===== src/rtl/cmdreg_pkg.sv =====
// Shared definitions for the chip-select gated command register.
// Assumes: the mapping select is static during operation.
package cmdreg_pkg;

    // Bus order applied to the shared bits before registering.
    typedef enum logic {
        MAP_STRAIGHT = 1'b0,
        MAP_MIRROR   = 1'b1
    } map_mode_e;

    // Default geometry.
    localparam int DEF_DATA_W = 16;
    localparam int DEF_NRANK  = 2;

endpackage


===== src/rtl/cmdreg_gate_ctrl.sv =====
// Load-enable generator: the register loads unless gating is enabled
// and every rank is deselected (chip selects active low).
// Assumes: inputs are synchronous to the register clock.
module cmdreg_gate_ctrl #(
    parameter int NRANK = 2
) (
    input  logic             gate_en,
    input  logic [NRANK-1:0] cs_n,
    output logic             load_en
);

    logic all_idle;

    // Detect that no rank is selected on this edge.
    always_comb begin
        all_idle = &cs_n;
    end

    // Freeze only when gating is on and all ranks are idle.
    always_comb begin
        load_en = !(gate_en && all_idle);
    end

endmodule


===== src/rtl/cmdreg_lane_map.sv =====
// Bus order selector: passes the shared bits straight or mirrored.
// Assumes: map_sel is held static while the register is in use.
module cmdreg_lane_map
    import cmdreg_pkg::*;
#(
    parameter int DATA_W = 16
) (
    input  logic              map_sel,
    input  logic [DATA_W-1:0] d_in,
    output logic [DATA_W-1:0] d_out
);

    localparam int TOP = DATA_W - 1;

    map_mode_e mode;

    // Decode the static mapping select.
    always_comb begin
        mode = map_mode_e'(map_sel);
    end

    // One selector per lane: straight bit or its mirrored partner.
    for (genvar i = 0; i < DATA_W; i++) begin : g_lane
        always_comb begin
            d_out[i] = (mode == MAP_MIRROR) ? d_in[TOP-i] : d_in[i];
        end
    end

endmodule


===== src/rtl/cmdreg_hold_reg.sv =====
// Register bank with a load enable and a synchronous active-low clear.
// Reset wins over the enable. No clock gating is used.
// Assumes: single clock domain.
module cmdreg_hold_reg #(
    parameter int WIDTH = 8
) (
    input  logic             clk,
    input  logic             rst_n,
    input  logic             load_en,
    input  logic [WIDTH-1:0] d,
    output logic [WIDTH-1:0] q
);

    // Clear on reset, else load when enabled, else hold.
    always_ff @(posedge clk) begin
        if (!rst_n) begin
            q <= '0;
        end else if (load_en) begin
            q <= d;
        end
    end

endmodule


===== src/rtl/cmd_gated_reg.sv =====
// Top: chip-select gated command register. Maps the shared bus, then
// registers it with the per-rank bits under one common load enable.
// Assumes: map_sel static; all inputs synchronous to clk.
module cmd_gated_reg
    import cmdreg_pkg::*;
#(
    parameter int DATA_W = DEF_DATA_W,
    parameter int NRANK  = DEF_NRANK
) (
    input  logic              clk,
    input  logic              rst_n,
    input  logic              gate_en,
    input  logic              map_sel,
    input  logic [DATA_W-1:0] d_bus,
    input  logic [NRANK-1:0]  rank_cs_n,
    input  logic [NRANK-1:0]  rank_cke,
    input  logic [NRANK-1:0]  rank_odt,
    output logic [DATA_W-1:0] q_bus,
    output logic [NRANK-1:0]  q_cs_n,
    output logic [NRANK-1:0]  q_cke,
    output logic [NRANK-1:0]  q_odt
);

    localparam int CTRL_W  = 3 * NRANK;
    localparam int TOTAL_W = DATA_W + CTRL_W;

    logic               load_en;
    logic [DATA_W-1:0]  bus_mapped;
    logic [TOTAL_W-1:0] stage_d;
    logic [TOTAL_W-1:0] stage_q;

    cmdreg_gate_ctrl #(.NRANK(NRANK)) u_gate (
        .gate_en (gate_en),
        .cs_n    (rank_cs_n),
        .load_en (load_en)
    );

    cmdreg_lane_map #(.DATA_W(DATA_W)) u_map (
        .map_sel (map_sel),
        .d_in    (d_bus),
        .d_out   (bus_mapped)
    );

    // Pack the mapped bus and rank bits into one register word.
    always_comb begin
        stage_d = {rank_odt, rank_cke, rank_cs_n, bus_mapped};
    end

    cmdreg_hold_reg #(.WIDTH(TOTAL_W)) u_reg (
        .clk     (clk),
        .rst_n   (rst_n),
        .load_en (load_en),
        .d       (stage_d),
        .q       (stage_q)
    );

    // Unpack the register word onto the output ports.
    always_comb begin
        q_bus  = stage_q[DATA_W-1:0];
        q_cs_n = stage_q[DATA_W +: NRANK];
        q_cke  = stage_q[DATA_W+NRANK +: NRANK];
        q_odt  = stage_q[DATA_W+2*NRANK +: NRANK];
    end

endmodule


===== config.mk =====
export PLATFORM = sky130hd
export DESIGN_NAME = cmd_gated_reg
export DESIGN_NICKNAME = d
export VERILOG_FILES = /design/src/rtl/cmdreg_pkg.sv /design/src/rtl/cmdreg_gate_ctrl.sv /design/src/rtl/cmdreg_lane_map.sv /design/src/rtl/cmdreg_hold_reg.sv /design/src/rtl/cmd_gated_reg.sv
export SDC_FILE = /design/constraint.sdc
export NUM_CORES = 1
export LEC_CHECK = 0
export ABC_AREA = 1
export BUFFER_PORTS_ARGS = -buffer_cell sky130_fd_sc_hd__buf_4
export CORE_MARGIN = 2
export CORE_UTILIZATION = 40
export CTS_BUF_LIST = sky130_fd_sc_hd__clkbuf_8
export DETAILED_ROUTE_END_ITERATION = 16
export GPL_TIMING_DRIVEN = 0
export PLACE_DENSITY = 0.75
export SETUP_SLACK_MARGIN = 0.02
export SYNTH_ARGS = -nofsm -noshare
export SYNTH_HDL_FRONTEND = slang
export SYNTH_SLANG_ARGS = --single-unit

===== constraint.sdc =====
create_clock -name clk -period 2.1 [get_ports clk]
set_clock_uncertainty 0.1 [all_clocks]
set_input_delay 0.105 -clock clk [delete_from_list [all_inputs] [get_ports clk]]
set_output_delay 0.105 -clock clk [all_outputs]
set_load 0.02 [all_outputs]

Word-level counts from Yosys, hierarchy flattened

Cells that the tools add are included.

Bits in registers: 22
Bits of input ports: 26
Output and inout port bits: 22
Logic and storage cells: 19

Mux-type cells: 16
Reductions and logical operators: 2

Operator list:

| kind                | number |
|---|---|
| 1-bit 2-to-1 mux    | 16 |
| 2-bit AND reduction | 1 |
| 1-bit logical AND   | 1 |

Logic depth before layout (Yosys ltp)

Gate-level depths: netlist of the first run.

Word-level depth: 2
Depth in mapped cells: 7
Gate-level depth less buffers: 5

By module

Synthesis of the first run repeated with hierarchy kept, for this count alone.

Cells, all modules: 192
Area total of the unflattened synthesis: 1208.7 um2

Modules (own cells, without submodules):

| module           | times used | cells an instance | area each (um2) | seq. area each (um2) |
|---|---|---|---|---|
| cmdreg_hold_reg  | 1          | 139               | 919.6           | 440.4 |
| cmdreg_lane_map  | 1          | 52                | 284.0           | 0.0 |
| cmdreg_gate_ctrl | 1          | 1                 | 5.0             | 0.0 |

Least setup slack after synthesis of the first run

No wires, ideal clock.

Path type: input -> register
Start: in map_sel
End: reg u_reg.q[0]
Setup time: 0.112 ns
Arrival time: 0.671 ns
Data required time: 1.888 ns
Slack: 1.218 ns
Cell stages on the path: 7
Buffers on the path: 2
Path through: buf_2 > inv_2 > buf_6 > nand2_1 > nand2_1 > nor2_2 > nor2_2

Longest elaborated chain between the ends: 1

Ends and longest elaborated chain:

| what                 | line                  | source |
|---|---|---|
| from (decl)          | cmd_gated_reg.sv:13   | `input logic map_sel,` |
| 1-bit 2-to-1 mux     | cmdreg_lane_map.sv:25 | `d_out[i] = (mode == MAP_MIRROR) ? d_in[TOP-i] : d_in[i];` |
| to (signal assigned) | cmdreg_hold_reg.sv:17 | `q <= '0;` |
| to (signal assigned) | cmdreg_hold_reg.sv:19 | `q <= d;` |
| to (decl)            | cmdreg_hold_reg.sv:11 | `output logic [WIDTH-1:0] q` |

No other way between the ends.
A chain may end at the register's enable or synchronous reset.

==> results of run 1 <==
==> cells by family (layout without fill, tap and decap cells) <==
family	count (synthesis)	in the layout
compound gates	1	1
buf+inv	34	82
flops	22	22
simple gates	136	136
==> placed cells by master, fill, tap and decap left out <==
cell / count
a21oi_1: 1
buf_1: 1
buf_12: 1
buf_2: 4
buf_4: 44
buf_6: 4
bufinv_16: 1
clkbuf_1: 1
clkbuf_8: 3
dfxtp_1: 22
dlygate4sd3_1: 1
inv_1: 20
inv_2: 1
inv_4: 1
nand2_1: 74
nand2_4: 1
nand3_1: 1
nand4_1: 16
nor2_1: 23
nor2_2: 20
nor2_8: 1
==> report_power, final <==
part | internal (mW) | leakage [nW] | switching (mW)
Combinational | 0.123 | 0.709 | 0.153
Sequential | 0.448 | 0.183 | 0.0153
Clock | 0.254 | 0.0357 | 0.137
==> final cells by class <==
cell class,instances,area (sq um)
Buffer,12,100
Clock buffer,3,41.3
Tap cell,44,55.1
Inverter,22,85.1
Clock inverter,1,30.0
Timing Repair Buffer,44,333
Multi-Input combinational cell,137,631
Fill cell,290,1310
Sequential cell,22,440
==> per-stage QoR <==
stage                     hold WS (ns)  worst slack, ns
after floorplan                  0.129             1.22
after global placement           0.268             1.12
after detailed placement         0.278             1.11
after CTS                       0.0330            0.871
after global routing            0.0550            0.798
final                           0.0328            0.884
==> worst min-delay path: stages <==
cell and delay, ns:
buf_4 0.07, inv_1 0.03, nand2_1 0.05, nand2_1 0.04, nor2_1 0.06
==> per-layer routing <==
metal  part of all wire, %  GRT usage (%)  vias to the layer above  routed length (um)
met2                    46           26.6                       26                1220
li1                      -              -                      680                   -
met3                   4.3           2.60                        4                 112
met4                   1.2           6.67                        0                  31
met1                    48           21.0                      498                1270
met5                     0              0                        -                   0
==> how the worst max path moves through the flow <==
stage               cells after the start  slack (ns)          end
global placement                        7        1.12   u_reg.q[9]
floorplan                               7        1.22   u_reg.q[0]
global route                            5        0.80  u_reg.q[10]
detailed placement                      7        1.11   u_reg.q[9]
CTS                                     5        0.87   u_reg.q[9]
finish                                  5        0.88   u_reg.q[9]
==> repair_timing <==
item,in CTS,in global routing
endpoints found under the hold margin,2,0
hold buffers,1,0
resized for setup,0,0
==> results by group, run 1 <==
Finish
  • Final Cell Area: approximately 1700 sq um
  • Area grow syn2layout: 36.6%
  • Layout cell share with drive strength beyond 1: 33.6%
  • Final Util: roughly 57%
  • Largest reg by FF count: u_reg.q
  • Finished Layout Cells: roughly 290
  • Top flop regs: u_reg.q (22)
  • Max reg flops: 22
  • Diodes inserted: 0
  • Final nets: ~270

Logic synthesis
  • Synth cell types: 18
  • Synth Instances: ~190
  • Multiplexer area fraction after synthesis: 0%
  • FF+latch count, synth: 22
  • Simple-Gate Fraction of Synth Area: between 40% and 50%
  • Synth Warn #: 0
  • Sequential-to-total area share from yosys stat: 35.1%
  • Mapped Nets: approximately 220
  • Adder-cell share of the synthesized area: 0%
  • Synth top cells by count: 74 x nand2_1, 23 x nor2_1, 22 x dfxtp_1
  • Synth Area per Inst: approximately 6.5 sq um
  • Synth async-reset ratio: 0%
  • Synth area leaders: dfxtp_1 35%, nand2_1 22%, nor2_2 10%
  • Most frequent cell after synthesis: nand2_1
  • Synth Area in XOR/XNOR: 0%
  • Cell Area, Synth: roughly 1300 sq um
  • Combinational family with the most area after synthesis: simple AND/OR/NAND/NOR gates
  • Ys flop type: dfxtp_1
  • Yosys top cell by area: dfxtp_1
  • Area fraction in compound gates after synthesis: less than 1%
  • Post-synth EDFFs: 0
  • Yosys top cell area share: between 30% and 40%

Flow run
  • Maxcap violations: 0

Die
  • Die Width: 60.0 um
  • CORE AREA: about 3000 sq um
  • Die outline area: about 3600 sq um
  • Die Y: about 60 um
  • Initial core utilization: just over 40%
  • Row Count: 20
  • IO Count: between 40 and 50

CTS
  • CTS root buf: clkbuf_8
  • Worst-path clk slew: around 0.08 ns
  • CTS tree: built
  • Clk buf depth: 2
  • CTS HTree Levels: 1
  • Post-CTS setup repair buffer count: 0
  • Number of buffers created by CTS: 3
  • Worst-skew pair later-pin latency: around 0.26 ns
  • Clock sink total: 22

Setup path
  • Crit-path max FO: 10
  • Worst setup EP type: flip-flop
  • Worst Reg-to-Reg Cells: 4
  • Crit path DAT: around 1.3 ns
  • Worst reg2reg path startpoint: u_reg.q[10]
  • Startpoint types: input port
  • R2R Setup Slk: 1.32 ns
  • Critical path startpoint: rst_n
  • Worst endpoint required time: 2.20 ns
  • Cell Chain, Critical Path: dlygate4sd3_1 > buf_4 > buf_1 > nand2_1 > nor2_2
  • Reg-to-reg endpoint: u_reg.q[10]
  • Buf+Inv Stages, Crit Path: 3
  • CP Class: input port to flip-flop
  • CP max stage delay: between 0.5 and 0.6 ns
  • CP delay by family, top: buffers and inverters
  • Slowest cell on crit path: dlygate4sd3_1

STA
  • Fin crit share: between 50 and 60%
  • Final Hold Vio Count: 0
  • Max-slew violations: 0
  • Peak Freq: 822 MHz
  • Worst Tran Pin Value: about 0.44 ns
  • Setup-failing EPs final: 0
  • RSZ-0062 raised after global routing: no
  • Sum Neg Setup Slack: 0 ns
  • Worst rel slew slack: 70.8%
  • Tmin final: ~1.2 ns

Global routing
  • Largest net degree at the start of global routing: 14
  • All-Layer GR Usage: between 15 and 20%
  • Initial antenna violation count: 0
  • Vias in the first global route: roughly 1100
  • Global-route wire length before repair: 4.43 mm
  • Remaining Overflow, GRT: 0

Detailed routing
  • DRC viols: 0
  • DR pass1 iterations: 4
  • Drt via density: 4.24
  • DRT Wirelength: 2.64 mm
  • WL per Instance: roughly 9.2 um
  • Iteration-0 DRC count of the detailed router: 43
  • Vias: roughly 1200
  • Antenna Nets Post-Route: 0

Hold path
  • Hold Crit Start: rank_cke[0]
  • Hold Path Sink: u_reg.q[18]
  • Worst hold path class: input port to flip-flop
  • Min-Delay Path Depth: 5

Power and ir drop
  • Maximum VDD drop: between 300 and 400 uV
  • Power, Total: around 1.1 mW
  • Leakage dissipation: roughly 0.9 nW
  • Pwr dens: approximately 660 nW/um^2

Placed design
  • Placed Instances: 280
  • Gpl congestion: just under 0.7
  • IO Port Bufs: between 40 and 50
  • Detail Placement HPWL: roughly 1.9 mm
  • Dpl cell area: approximately 1600 sq um

Status
  • Outcome: finished, final reports clean
Note: power is estimated with default switching activity, not from simulation.
==> run 2, diff against run 1 <==
--- a/config.mk
+++ b/config.mk
@@ -12,7 +12,7 @@
 export CTS_BUF_LIST = sky130_fd_sc_hd__clkbuf_8
 export DETAILED_ROUTE_END_ITERATION = 16
 export GPL_TIMING_DRIVEN = 0
-export PLACE_DENSITY = 0.75
+export PLACE_DENSITY = 0.78
 export SETUP_SLACK_MARGIN = 0.02
 export SYNTH_ARGS = -nofsm -noshare
 export SYNTH_HDL_FRONTEND = slang
==> constraint.sdc (replaced) <==
create_clock -name clk -period 1.1 [get_ports clk]
set_clock_uncertainty 0.1 [all_clocks]
set_input_delay 0.055 -clock clk [delete_from_list [all_inputs] [get_ports clk]]
set_output_delay 0.055 -clock clk [all_outputs]
set_load 0.02 [all_outputs]
==> run 2 against run 1 <==
  * Sequential power grew 91%
  * Hold slack lost 0.013 ns
  * Sequential cell count is the same
  * Core utilization grew 0.79 points
  * Cell count grew 1.4%
  * First-iteration DRC count shrank 33%
  * Global-route usage grew 1.1 points
  * Power grew 77%
  * Register-to-register slack lost 1.0 ns
  * Count of clock-buffer cells in the layout grew 1
  * Critical path type is now flip-flop to output pin
==> results by group, run 2 (synthesized netlist as in run 1, its figures left out) <==
Placed design
  • Detail Placement HPWL: 2.07 mm (+6.2%)
  • IO Port Bufs: 43 (unchanged)
  • Placed Instances: 280 (unchanged)
  • Gpl congestion: 0.751 (+9.1%)

Global routing
  • Vias in the first global route: 1192 (+13%)
  • Initial antenna violation count: 0 (unchanged)
  • Remaining Overflow, GRT: 0 (unchanged)
  • Largest net degree at the start of global routing: 13 (-1)
  • All-Layer GR Usage: 17.3% (+1.1 points)
  • Global-route wire length before repair: 4.82 mm (+8.9%)

Die
  • Initial core utilization: 41.5% (unchanged)
  • CORE AREA: 3030 sq um (unchanged)
  • Die Y: 60.0 um (unchanged)
  • Die outline area: 3600 sq um (unchanged)
  • IO Count: 48 (unchanged)
  • Die Width: 60.0 um (unchanged)
  • Row Count: 20 (unchanged)

STA
  • Max-slew violations: 0 (unchanged)
  • Hold_ws: 0.0202 ns (-0.0126 ns)
  • Sum Neg Setup Slack: 0 ns (unchanged)
  • Setup-failing EPs final: 0 (unchanged)
  • Fin crit share: between 80% and 90%
  • Tmin final: 0.909 ns
  • Worst Tran Pin Value: 0.443 ns (+0.00455 ns)
  • Peak Freq: ~1100 MHz
  • RSZ-0062 raised after global routing: no
  • Final Hold Vio Count: 0 (unchanged)
  • Worst rel slew slack: 70.5% (-0.30 points)

Hold path
  • Hold Path Sink: u_reg.q[7]
  • Min-Delay Path Depth: 5 (unchanged)
  • Hold Crit Start: d_bus[7]
  • Worst hold path class: input port to flip-flop

Detailed routing
  • WL per Instance: 9.63 um (+4.1%)
  • Drt via density: 4.31 (+1.8%)
  • Antenna Nets Post-Route: 0 (unchanged)
  • Vias: 1247 (+3.2%)
  • Iteration-0 DRC count of the detailed router: 29 (-33%)
  • DRT Wirelength: 2.78 mm (+5.6%)
  • DR pass1 iterations: 4 (unchanged)
  • DRC viols: 0 (unchanged)

Finish
  • Most frequent cells in the layout: 74 x nand2_1, 44 x buf_4, 23 x nor2_1
  • Largest reg by FF count: u_reg.q
  • Max reg flops: 22 (unchanged)
  • Final nets: 272 (+1.5%)
  • Top flop regs: u_reg.q (22)
  • Layout cell share with drive strength beyond 1: 33.1% (-0.55 points)
  • Most common cell after layout, fill and taps aside: nand2_1
  • Diodes inserted: 0 (unchanged)
  • Area grow syn2layout: 38.4%
  • Finished Layout Cells: 289 (+1.4%)

Setup path
  • Slowest cell on crit path: dfxtp_1
  • Worst setup EP type: output pin
  • CP max stage delay: 0.35 ns (-0.17 ns)
  • Crit path DAT: 0.75 ns (-0.57 ns)
  • Buf+Inv Stages, Crit Path: 1 (-2)
  • CP Class: flip-flop to output pin
  • CP delay by family, top: flip-flops
  • Crit-path max FO: 2 (-8)
  • Worst endpoint required time: 0.94 ns (-1.26 ns)
  • Worst reg2reg path startpoint: u_reg.q[5]
  • Cell Chain, Critical Path: buf_4
  • Startpoint types: flip-flop
  • Reg-to-reg endpoint: u_reg.q[5]
  • Worst Reg-to-Reg Cells: 4 (unchanged)
  • R2R Setup Slk: 0.31 ns (-1.01 ns)

CTS
  • Clock sink total: 22 (unchanged)
  • CTS HTree Levels: 1 (unchanged)
  • CTS resizes: 0 (unchanged)
  • CTS Hold Bufs: 5 (+4)
  • Worst-path clk slew: 0.08 ns (about the same)
  • Worst-skew pair later-pin latency: 0.25 ns (about the same)
  • CTS tree: built
  • CTS root buf: clkbuf_8
  • Number of buffers created by CTS: 3 (unchanged)
  • Clk buf depth: 2 (unchanged)
  • Post-CTS setup repair buffer count: 0 (unchanged)

Power and ir drop
  • Leakage dissipation: 0.938 nW (+1.1%)
  • Pwr dens: 1150 nW/um^2 (+74%)
  • Maximum VDD drop: 650 uV (+87%)

Status
  • Outcome: finished, final reports clean

Flow run
  • Maxcap violations: 0 (unchanged)
-- run 2: worst max-delay path by stage --
stage                        to  depth (start not counted)  slack, ns         from
CTS                    q_bus[5]                          1       0.18   u_reg.q[5]
global placement    u_reg.q[10]                          7       0.18      map_sel
detailed placement  u_reg.q[10]                          7       0.17      map_sel
global route          q_bus[15]                          1       0.15  u_reg.q[15]
finish                 q_bus[5]                          1       0.19   u_reg.q[5]
floorplan            u_reg.q[0]                          7       0.27      map_sel
-- run 2: layout make-up --
| class | count | area [sq um] |
|---|---|---|
| timing repair buffer | 48 | 373 |
| fill | 290 | 1290 |
| sequential | 22 | 440 |
| tap | 44 | 55.1 |
| clock buffer | 4 | 55.1 |
| multi-input combinational | 137 | 631 |
| inverter | 22 | 85.1 |
| buffer | 12 | 100 |
-- run 2: through the flow --
step	total power [mW]	instance area, sq um	setup slack, ns	utilization, %
after CTS	2.01	1740	0.177	57.4
after global routing	2.12	1740	0.151	57.4
after floorplan	1.23	1260	0.268	-
after global placement	1.43	1630	0.177	54.0
final	2.00	1740	0.191	57.4
after detailed placement	1.43	1630	0.175	54.0
-- run 2: report_power, final --
group / total (mW) / internal, mW / switching [mW] / leakage (nW)
logic: 0.541 / 0.245 / 0.297 / 0.726
registers: 0.885 / 0.856 / 0.0292 / 0.183
clock network: 0.574 / 0.318 / 0.256 / 0.0288
-- run 2: tightest hold or removal path, delay by kind of cell --
| kind | cells | cell delay [ns] |
|---|---|---|
| AND/OR/NAND/NOR | 4 | 0.20 |
| buffers and inverters | 1 | 0.08 |
-- run 2: metal layers --
| metal | GRT usage (%) | part of all wire (%) | vias up |
|---|---|---|---|
| li1 | - | - | 685 |
| met1 | 20.5 | 45 | 539 |
| met2 | 32.1 | 51 | 21 |
| met3 | 2.81 | 2.9 | 2 |
| met4 | 4.13 | 0.97 | 0 |
| met5 | 0 | 0 | - |
==> run 3, diff against run 2 <==
==> constraint.sdc (replaced) <==
create_clock -name clk -period 0.8 [get_ports clk]
set_clock_uncertainty 0.1 [all_clocks]
set_input_delay 0.04 -clock clk [delete_from_list [all_inputs] [get_ports clk]]
set_output_delay 0.04 -clock clk [all_outputs]
set_load 0.02 [all_outputs]
==> run 3 against run 2 <==
  * The run now ends with hold timing, setup timing left
  * Clock power increased by 78%
  * Core utilization is 3.7 points higher
  * Die area unchanged
  * Sequential share of layout area shrank 0.053 points
  * Sequential power rose by 42%
  * Non-clock buffer count fell by 2
  * Hold slack got worse by 0.053 ns
  * Routed wire length is 2.1% higher
==> results by group, run 3 (synthesized netlist as in run 1, its figures left out) <==
Status
  • Outcome: complete, but fails checks
  • Failing checks: hold timing, setup timing

STA
  • Fin crit share: 109%
  • Worst Tran Pin Value: 0.444 ns (+0.00172 ns)
  • RSZ-0062 raised after global routing: yes
  • Peak Freq: roughly 1100 MHz
  • Worst rel slew slack: 70.4% (-0.11 points)
  • Hold_ws: -0.0325 ns (-0.0526 ns)
  • Max-slew violations: 0 (unchanged)
  • Tmin final: ~0.87 ns
  • Final Hold Vio Count: 4 (+4)
  • Final worst slack: -0.0719 ns (-0.263 ns)
  • Setup-failing EPs final: 22 (+22)

Setup path
  • CP Class: flip-flop to output pin
  • CP delay by family, top: flip-flops
  • Crit-path max FO: 2 (unchanged)
  • Worst endpoint required time: 0.66 ns (-0.28 ns)
  • R2R Setup Slk: 0.01 ns (-0.30 ns)
  • Startpoint types: flip-flop
  • Cell Chain, Critical Path: buf_6
  • Slowest cell on crit path: dfxtp_2
  • Crit path DAT: 0.73 ns (-0.02 ns)
  • Worst setup EP type: output pin
  • Buf+Inv Stages, Crit Path: 1 (unchanged)
  • CP max stage delay: 0.35 ns (about the same)

Detailed routing
  • WL per Instance: 9.90 um (+2.8%)
  • DRC viols: 0 (unchanged)
  • DRT Wirelength: 2.84 mm (+2.1%)
  • Vias: 1276 (+2.3%)
  • Drt via density: 4.45 (+3.0%)
  • DR pass1 iterations: 4 (unchanged)
  • Antenna Nets Post-Route: 0 (unchanged)
  • Iteration-0 DRC count of the detailed router: 47 (+62%)

CTS
  • Clk buf depth: 2 (unchanged)
  • Number of buffers created by CTS: 3 (unchanged)
  • CTS HTree Levels: 1 (unchanged)
  • Clock sink total: 22 (unchanged)
  • CTS root buf: clkbuf_8
  • Worst-path clk slew: 0.08 ns (about the same)
  • CTS tree: built
  • Worst-skew pair later-pin latency: 0.25 ns (about the same)

Die
  • Die outline area: 3600 sq um (unchanged)
  • CORE AREA: 3030 sq um (unchanged)
  • Die Y: 60.0 um (unchanged)
  • IO Count: 48 (unchanged)
  • Row Count: 20 (unchanged)
  • Die Width: 60.0 um (unchanged)
  • Initial core utilization: 41.5% (unchanged)

Global routing
  • Grt met1 use: 22.4% (+2.0 points)
  • Vias in the first global route: 1094 (-8.2%)
  • Initial antenna violation count: 0 (unchanged)
  • Met2 Track Usage GR: 27.5% (-4.7 points)
  • GRT met3 Usage: 2.16% (-0.65 points)
  • Remaining Overflow, GRT: 0 (unchanged)
  • Largest net degree at the start of global routing: 14 (+1)
  • Busiest grt layer: met2
  • All-Layer GR Usage: 17.1% (-0.23 points)
  • Global-route wire length before repair: 4.66 mm (-3.4%)

Power and ir drop
  • Maximum VDD drop: 687 uV (+5.7%)
  • Leakage dissipation: 0.962 nW (+2.6%)
  • Pwr dens: 1660 nW/um^2 (+45%)

Finish
  • Fill cells: 281 (-3.1%)
  • Max reg flops: 22 (unchanged)
  • Diodes inserted: 0 (unchanged)
  • Most frequent cells in the layout: 74 x nand2_1, 27 x buf_6, 24 x buf_4
  • Largest reg by FF count: u_reg.q
  • Register area: 468 sq um (+6.3%)
  • Final nets: 270 (-0.74%)
  • Multi-input combinational cell area: 636 sq um (+0.79%)
  • Most common cell after layout, fill and taps aside: nand2_1
  • Area grow syn2layout: 47.4%
  • Final Util: 61.2% (+3.7 points)
  • Layout cell share with drive strength beyond 1: 48.1% (+15 points)
  • Top flop regs: u_reg.q (22)

Placed design
  • Gpl congestion: 0.741 (-1.3%)
  • IO Port Bufs: 43 (unchanged)
  • Detail Placement HPWL: 2.07 mm (-0.14%)
  • Place WS: -0.0796 ns (-0.254 ns)

Flow run
  • Maxcap violations: 0 (unchanged)

Hold path
  • Worst hold path class: input port to flip-flop
## run 3: cell count changes in the layout (fill, tap and decap cells not counted), sizes merged
cell and delta:
dlygate4sd3 -4, buf +2, bufinv +1, clkbuf -1
## run 3: final cells by class
type	instances	share of cell area (%)
Sequential cell	22	25.3
Buffer	12	5.54
Clock inverter	1	1.62
Clock buffer	3	2.23
Inverter	22	4.59
Tap cell	44	2.97
Multi-Input combinational cell	137	34.3
Timing Repair Buffer	46	23.4
## run 3: repair_timing
action | 4_1_cts | 5_1_grt
endpoints found under the setup margin | 23 | 40
hold endpoints to repair | 6 | 3
buffers inserted | 2 | 0
pin swaps | 2 | 2
gates resized for setup | 28 | 13
hold buffers | 1 | 1
## run 3: report_power, final
group | total, mW | leakage (nW) | switching (mW) | internal, mW
clock | 1.02 | 0.0357 | 0.356 | 0.668
combinational | 0.797 | 0.737 | 0.411 | 0.386
sequential | 1.26 | 0.189 | 0.0645 | 1.19
## run 3: per-layer routing
metal  vias to the layer above  part of all wire, %  wire length [um]
met5                         -                    0                 0
met4                         0                  1.2                34
met3                         2                  5.9               167
met2                        39                   50              1420
met1                       553                   43              1220
li1                        682                    -                 -
## run 3: stage by stage
stage	instances	total power, mW	cell area (sq um)	TNS, ns
2_1_floorplan	193	1.71	1280	0
3_3_place_gp	280	1.98	1660	-1.11
3_5_place_dp	280	1.99	1660	-1.29
4_1_cts	287	3.09	1840	-1.31
5_1_grt	287	3.24	1850	-1.96
6_report	287	3.08	1850	-1.28
## run 3: worst register-to-register path, cell delays in order (launching register included)
cell	delay, ns
dfxtp_2	0.33
inv_1	0.05
nand4_1	0.08
nand2_1	0.08
nor2_1	0.05
## run 3: path summary, 6_finish.rpt
| check | to | from | depth (start not counted) |
|---|---|---|---|
| worst max-delay path | q_bus[10] | u_reg.q[10] | 1 |
| worst min-delay path | u_reg.q[18] | rank_cke[0] | 5 |
| worst max register to register | u_reg.q[4] | u_reg.q[4] | 4 |
| worst min register to register | u_reg.q[18] | u_reg.q[18] | 2 |
